$ cat src/rtl/reseq_pkg.sv
package reseq_pkg;
  localparam int unsigned RING_MAX = 32;

  // First index at or after start (cyclic over n) whose ok bit is set.
  function automatic int unsigned ring_pick(int unsigned start, logic [RING_MAX-1:0] ok,
                                            int unsigned n);
    int unsigned idx;
    ring_pick = start;
    for (int i = RING_MAX - 1; i >= 0; i--) begin
      if (i < int'(n)) begin
        idx = (start + i) % n;
        if (ok[idx]) ring_pick = idx;
      end
    end
  endfunction
endpackage

$ cat src/rtl/reseq_viq.sv
module reseq_viq #(
  parameter int DATA_W = 32,
  parameter int DEPTH  = 4
) (
  input  logic              clk,
  input  logic              rst_n,
  input  logic              push,
  input  logic [DATA_W-1:0] push_data,
  input  logic              pop,
  output logic [DATA_W-1:0] head,
  output logic              empty,
  output logic              full
);
  localparam int PW = (DEPTH > 1) ? $clog2(DEPTH) : 1;
  localparam int CW = $clog2(DEPTH + 1);

  logic [DATA_W-1:0] mem [DEPTH];
  logic [PW-1:0]     wr_q, rd_q;
  logic [CW-1:0]     cnt_q;
  logic              do_push, do_pop;

  assign empty   = (cnt_q == '0);
  assign full    = (cnt_q == CW'(DEPTH));
  assign do_push = push && !full;
  assign do_pop  = pop && !empty;
  assign head    = mem[rd_q];

  always_ff @(posedge clk) begin
    if (do_push) mem[wr_q] <= push_data;
  end

  always_ff @(posedge clk) begin
    if (!rst_n) begin
      wr_q  <= '0;
      rd_q  <= '0;
      cnt_q <= '0;
    end else begin
      if (do_push) wr_q <= (wr_q == PW'(DEPTH - 1)) ? '0 : wr_q + 1'b1;
      if (do_pop)  rd_q <= (rd_q == PW'(DEPTH - 1)) ? '0 : rd_q + 1'b1;
      case ({do_push, do_pop})
        2'b10:   cnt_q <= cnt_q + 1'b1;
        2'b01:   cnt_q <= cnt_q - 1'b1;
        default: cnt_q <= cnt_q;
      endcase
    end
  end
endmodule

$ cat src/rtl/reseq_poller.sv
module reseq_poller
  import reseq_pkg::*;
#(
  parameter int NUM_LAYER = 4,
  parameter int LAY_W     = 2,
  parameter int STALL_W   = 16
) (
  input  logic               clk,
  input  logic               rst_n,
  input  logic [NUM_LAYER-1:0] live,
  input  logic [NUM_LAYER-1:0] has_data,
  input  logic               adv,
  input  logic [STALL_W-1:0] stall_limit,
  output logic [LAY_W-1:0]   sel_layer,
  output logic               ready,
  output logic               stall
);
  logic [LAY_W-1:0]   ptr_q;
  logic [STALL_W-1:0] wait_q;
  logic [RING_MAX-1:0] live32;
  int unsigned        eff, nxt;
  logic               waiting;

  always_comb begin
    live32 = '0;
    live32[NUM_LAYER-1:0] = live;
    eff = ring_pick(int'(ptr_q), live32, NUM_LAYER);
    nxt = ring_pick((eff + 1) % NUM_LAYER, live32, NUM_LAYER);
  end

  assign sel_layer = LAY_W'(eff);
  assign ready     = has_data[sel_layer] && live[sel_layer];
  assign waiting   = !ready && (|has_data);
  assign stall     = waiting && (wait_q >= stall_limit);

  always_ff @(posedge clk) begin
    if (!rst_n) begin
      ptr_q  <= '0;
      wait_q <= '0;
    end else begin
      ptr_q <= adv ? LAY_W'(nxt) : sel_layer;
      if (!waiting)             wait_q <= '0;
      else if (wait_q != '1)    wait_q <= wait_q + 1'b1;
    end
  end
endmodule

$ cat src/rtl/reseq_arb.sv
module reseq_arb
  import reseq_pkg::*;
#(
  parameter int NUM_SRC = 4,
  parameter int SRC_W   = 2
) (
  input  logic               clk,
  input  logic               rst_n,
  input  logic [NUM_SRC-1:0] req,
  input  logic               accept,
  output logic [SRC_W-1:0]   grant,
  output logic               any
);
  logic [SRC_W-1:0]    rr_q, lock_src_q;
  logic                lock_q;
  logic [RING_MAX-1:0] req32;
  int unsigned         pick;

  always_comb begin
    req32 = '0;
    req32[NUM_SRC-1:0] = req;
    pick  = ring_pick(int'(rr_q), req32, NUM_SRC);
    grant = (lock_q && req[lock_src_q]) ? lock_src_q : SRC_W'(pick);
  end

  assign any = |req;

  always_ff @(posedge clk) begin
    if (!rst_n) begin
      rr_q       <= '0;
      lock_q     <= 1'b0;
      lock_src_q <= '0;
    end else if (accept) begin
      rr_q   <= (int'(grant) == NUM_SRC - 1) ? '0 : grant + 1'b1;
      lock_q <= 1'b0;
    end else if (any) begin
      lock_q     <= 1'b1;
      lock_src_q <= grant;
    end
  end
endmodule

$ cat src/rtl/layer_reseq.sv
module layer_reseq #(
  parameter int NUM_SRC   = 4,
  parameter int NUM_LAYER = 4,
  parameter int VIQ_DEPTH = 4,
  parameter int DATA_W    = 32,
  parameter int STALL_W   = 16,
  localparam int SRC_W    = (NUM_SRC > 1) ? $clog2(NUM_SRC) : 1,
  localparam int LAY_W    = (NUM_LAYER > 1) ? $clog2(NUM_LAYER) : 1
) (
  input  logic                        clk,
  input  logic                        rst_n,
  input  logic [NUM_LAYER-1:0]        fail_mask,
  input  logic [STALL_W-1:0]          stall_limit,
  input  logic [NUM_LAYER-1:0]        in_valid,
  input  logic [NUM_LAYER*SRC_W-1:0]  in_src,
  input  logic [NUM_LAYER*DATA_W-1:0] in_data,
  output logic [NUM_LAYER-1:0]        in_ready,
  output logic                        out_valid,
  input  logic                        out_ready,
  output logic [SRC_W-1:0]            out_src,
  output logic [DATA_W-1:0]           out_data,
  output logic [NUM_SRC-1:0]          stall
);
  localparam int NQ = NUM_SRC * NUM_LAYER;

  logic [NQ-1:0]       fifo_push, fifo_pop, fifo_full, fifo_empty;
  logic [DATA_W-1:0]   head_a [NQ];
  logic [LAY_W-1:0]    sel_layer_a [NUM_SRC];
  logic [NUM_SRC-1:0]  src_req, adv;
  logic [SRC_W-1:0]    grant;
  logic [LAY_W-1:0]    out_layer;
  logic                hs;

  // Per-layer admission: room in the queue named by the tag.
  always_comb begin
    for (int l = 0; l < NUM_LAYER; l++) begin
      in_ready[l] = 1'b0;
      for (int s = 0; s < NUM_SRC; s++) begin
        if (in_src[l*SRC_W +: SRC_W] == SRC_W'(s)) in_ready[l] = !fifo_full[s*NUM_LAYER + l];
      end
    end
  end

  for (genvar s = 0; s < NUM_SRC; s++) begin : g_src
    for (genvar l = 0; l < NUM_LAYER; l++) begin : g_lay
      localparam int Q = s * NUM_LAYER + l;
      assign fifo_push[Q] = in_valid[l] && in_ready[l] &&
                            (in_src[l*SRC_W +: SRC_W] == SRC_W'(s));
      assign fifo_pop[Q]  = adv[s] && (sel_layer_a[s] == LAY_W'(l));
      reseq_viq #(.DATA_W(DATA_W), .DEPTH(VIQ_DEPTH)) u_viq (
        .clk(clk), .rst_n(rst_n),
        .push(fifo_push[Q]), .push_data(in_data[l*DATA_W +: DATA_W]),
        .pop(fifo_pop[Q]), .head(head_a[Q]),
        .empty(fifo_empty[Q]), .full(fifo_full[Q])
      );
    end

    assign adv[s] = hs && (grant == SRC_W'(s));

    reseq_poller #(.NUM_LAYER(NUM_LAYER), .LAY_W(LAY_W), .STALL_W(STALL_W)) u_poll (
      .clk(clk), .rst_n(rst_n),
      .live(~fail_mask),
      .has_data(~fifo_empty[s*NUM_LAYER +: NUM_LAYER]),
      .adv(adv[s]),
      .stall_limit(stall_limit),
      .sel_layer(sel_layer_a[s]),
      .ready(src_req[s]),
      .stall(stall[s])
    );
  end

  reseq_arb #(.NUM_SRC(NUM_SRC), .SRC_W(SRC_W)) u_arb (
    .clk(clk), .rst_n(rst_n),
    .req(src_req), .accept(hs),
    .grant(grant), .any(out_valid)
  );

  assign hs        = out_valid && out_ready;
  assign out_src   = grant;
  assign out_layer = sel_layer_a[grant];
  assign out_data  = head_a[int'(grant) * NUM_LAYER + int'(out_layer)];
endmodule

$ cat config.mk
export PLATFORM = sky130hd
export DESIGN_NAME = layer_reseq
export DESIGN_NICKNAME = d
export VERILOG_FILES = /design/src/rtl/reseq_pkg.sv /design/src/rtl/reseq_viq.sv /design/src/rtl/reseq_poller.sv /design/src/rtl/reseq_arb.sv /design/src/rtl/layer_reseq.sv
export SDC_FILE = /design/constraint.sdc
export NUM_CORES = 2
export LEC_CHECK = 0
export ABC_CLOCK_PERIOD_IN_PS = 14500
export BUFFER_PORTS_ARGS = -buffer_cell sky130_fd_sc_hd__buf_2
export CAP_MARGIN = 10
export CORE_ASPECT_RATIO = 0.5
export CORE_MARGIN = 2
export CORE_UTILIZATION = 63
export CTS_BUF_LIST = sky130_fd_sc_hd__clkbuf_2
export CTS_CLUSTER_DIAMETER = 80
export DETAILED_ROUTE_END_ITERATION = 8
export PLACE_DENSITY = 0.8
export SKIP_CTS_REPAIR_TIMING = 1
export SYNTH_ARGS = -nofsm -noshare
export SYNTH_HDL_FRONTEND = slang
export SYNTH_HIERARCHICAL = 1
export SYNTH_SLANG_ARGS = --single-unit
export TNS_END_PERCENT = 20
$ cat constraint.sdc
create_clock -name clk -period 14.5 [get_ports clk]
set_input_delay 0.725 -clock clk [delete_from_list [all_inputs] [get_ports clk]]
set_output_delay 0.725 -clock clk [all_outputs]
set_load 0.1 [all_outputs]
==> run_results.csv <==
group,metric,value,unit
floorplanning,start_util,0.637,
routing,viasPerCell,6.70,
yosys,yosysSeqAreaShare,0.694,
place,placed_area,97200,µm²
routing,wl_met3,56.9,mm
global_route,grt_pass1_wl,365,mm
floorplanning,die_area,154000,µm²
place,place_ws,4.75,ns
timing,max_slew_margin,0.0606,
finish,syn_to_final_growth,8.94,%
timing,rsz0062_at_grt,"no",
timing,drv_slew,0,
cts,clkTransAtPathRegs,0.15,ns
yosys,async_flop_share,0,
timing,holdWs,0.0411,ns
worst_setup_path,crit_path_start_kind,"register",
worst_setup_path,path_max_fanout,148,
worst_setup_path,cp_data_arrival_time,9.69,ns
worst_setup_path,crit_path_end_kind,"output port",
floorplanning,ios,206,
yosys,synth.top_cells.by_count,"edfxtp_1 (2,048), mux4_2 (549), mux2i_1 (345)",
worst_hold_path,min_to,"g_src[1].g_lay[0].u_viq/mem[2][9]",
yosys,synth_edf_count,2048,
yosys,syn_area,95100,µm²
cts,cts.path.max_buffers,4,
finish,final_nets,6026,
power,irDropWorstVdd,0.262,mV
place,portBuffers,205,
timing,tns,0,ns
global_route,grt_pass1_vias,51000,
routing,dr_total_vias,54000,
worst_setup_path,reg2reg_from,"g_src[0].g_lay[1].u_viq/cnt_q[1]",
timing,post-route-worst-setup-slack,4.09,ns
worst_hold_path,whs_path_depth,2,
yosys,syn_avg_cell_area,19.2,µm²
yosys,netlist.top_cell.by_area,"edfxtp_1",
finish,layout-drive-gt1-share,0.296,
yosys,synth_fp_nets,5290,
worst_setup_path,worstSetupPathType,"register to output port",
worst_setup_path,rr_worst_depth,25,
worst_setup_path,crit_start,"g_src[0].g_lay[1].u_viq/cnt_q[1]",
yosys,synthFlopType,"edfxtp_1",
worst_hold_path,hp-class,"input pin to register",
power,power.leakage,35.0,nW
timing,fin_crit_sh,0.718,
cts,cts_inserted_buffers,464,
timing,fmax,0.0961,GHz
run_status,outcome,"finished clean",
timing,setup_viol,0,
floorplanning,die_h,279,µm
routing,drtPass1Iterations,6,
floorplanning,die_w,553,µm
cts,h-tree-depth,5,
yosys,ys_seq_elements,2269,
place,dp.final_hpwl,165,mm
yosys,yosysWarnings,6,
worst_setup_path,r2r_end,"g_src[1].g_lay[1].u_viq/cnt_q[2]",
yosys,synth.top_cells.by_area,"edfxtp_1 (65%), mux4_2 (13%), dfxtp_1 (4.7%), mux2i_1 (3.6%), ha_1 (2.2%)",
worst_setup_path,r2r_slack,7.78,ns
finish,final_cell_area,104000,µm²
timing,skew,0.330,ns
timing,tightest_slew,1.40,ns
routing,drc,0,
yosys,synth_most_common_cell,"edfxtp_1",
global_route,track_usage,0.338,
timing,hold_viol_final,0,
cts,cts.sinks,2269,
yosys,synth.distinct_cells,80,
yosys,yosysTopAreaCellShare,0.647,
routing,routed_wl,275,mm
worst_setup_path,required,13.78,ns
job,maxCapViolations,0,
floorplanning,row_count,100,
global_route,antenna_found_initial,31,
power,p_per_area,133,nW/µm²
routing,ant_nets,0,
routing,drt_iter0_markers,9389,
cts,tritoncts,"yes",
place,place.gp.congestion,0.902,
global_route,grt_max_degree,149,
routing,wl_met2,119,mm
worst_hold_path,min_from,"in_data[9]",
routing,wl_met1,92.7,mm
global_route,grt-ovfl-total,0,
routing,wl_per_cell,34.1,µm
yosys,synth_cells,4947,
routing,top_layer_used,"met5",
cts,root_buffer,"clkbuf_2",
floorplanning,core_region_area,149000,µm²
timing,period_needed,10.41,ns
cts,worstSkewPairLatency,1.67,ns
[cell usage in the layout (no fill, tap or decap), types with 76 or more instances in the layout]
master and n:
clkbuf_2 717, nand2_1 157, buf_2 204, nor2_1 76
mux4_2 548, mux2i_1 345, o21ai_0 106, ha_1 164
edfxtp_1 2048, dlygate4sd3_1 199, inv_1 234, clkinv_1 81
buf_4 95, dfxtp_1 189
[metal layers]
metal / GRT usage / vias up
met5: 0 / -
met4: 0.0739 / 28
met3: 0.209 / 548
met2: 0.465 / 4555
met1: 0.459 / 27100
li1: - / 21700
[worst max-delay path, cell delays in order (launching register included)]
cell      delay [ns]
dfxtp_1         0.40
nor3_1          0.81
inv_1           0.16
o31ai_1         0.14
a211oi_2        0.11
buf_4           0.24
or2_1           0.33
mux2i_1         0.23
o22ai_1         0.13
nor3_1          0.24
nand2b_4        0.53
mux4_4          0.98
buf_12          0.81
buf_4           1.07
mux2i_1         0.22
mux4_2          0.51
mux2i_1         0.35
buf_2           0.51
[worst max path at each step]
stage | to | slack (ns) | cells after the start
3_3_place_gp | out_data[30] | 5.14 | 18
3_5_place_dp | out_data[30] | 4.75 | 18
4_1_cts | out_data[30] | 4.30 | 17
6_report | out_data[28] | 4.09 | 17
5_1_grt | out_data[30] | 3.82 | 17
2_1_floorplan | out_data[0] | 6.75 | 18
[flip-flops by register name (all words and copies together) (netlist names), named ones only]
register,count
g_src.u_poll/wait_q,64
u_arb/lock_src_q,2
g_src.g_lay.u_viq/mem,2048
u_arb/rr_q,2
u_arb/lock_q,1
g_src.g_lay.u_viq/wr_q,32
g_src.g_lay.u_viq/rd_q,32
g_src.g_lay.u_viq/cnt_q,48
g_src.u_poll/ptr_q,8
[logic make-up after synthesis]
family	after synthesis	share of synthesized area
flops	2269	0.694
mux	931	0.176
simple gates	695	0.0425
buf+inv	472	0.0327
compound gates	334	0.0242
fa+ha+maj	180	0.0250
xor+xnor	66	0.00608
[power breakdown]
group | internal [mW] | switching, mW
Clock | 1.38 | 2.51
Sequential | 7.20 | 0.0465
Combinational | 0.801 | 1.81
Total | 9.38 | 4.37
[area by class of cell]
cell class,instances,area [µm²]
Antenna cell,22,55.1
Clock buffer,717,3590
Clock inverter,110,588
Fill cell,9035,45700
Inverter,238,893
Multi-Input combinational cell,2206,26100
Sequential cell,2269,66000
Tap cell,1989,2490
Timing Repair Buffer,504,3830
[per-stage QoR]
| stage | power, mW | util | instances |
|---|---|---|---|
| after floorplan | 9.34 | - | 4947 |
| after global placement | 9.82 | 0.651 | 7003 |
| after detailed placement | 9.90 | 0.651 | 7003 |
| after CTS | 13.6 | 0.679 | 7830 |
| after global routing | 14.1 | 0.694 | 8045 |
| final | 13.8 | 0.694 | 8055 |
(Power assumes the default switching activity.)
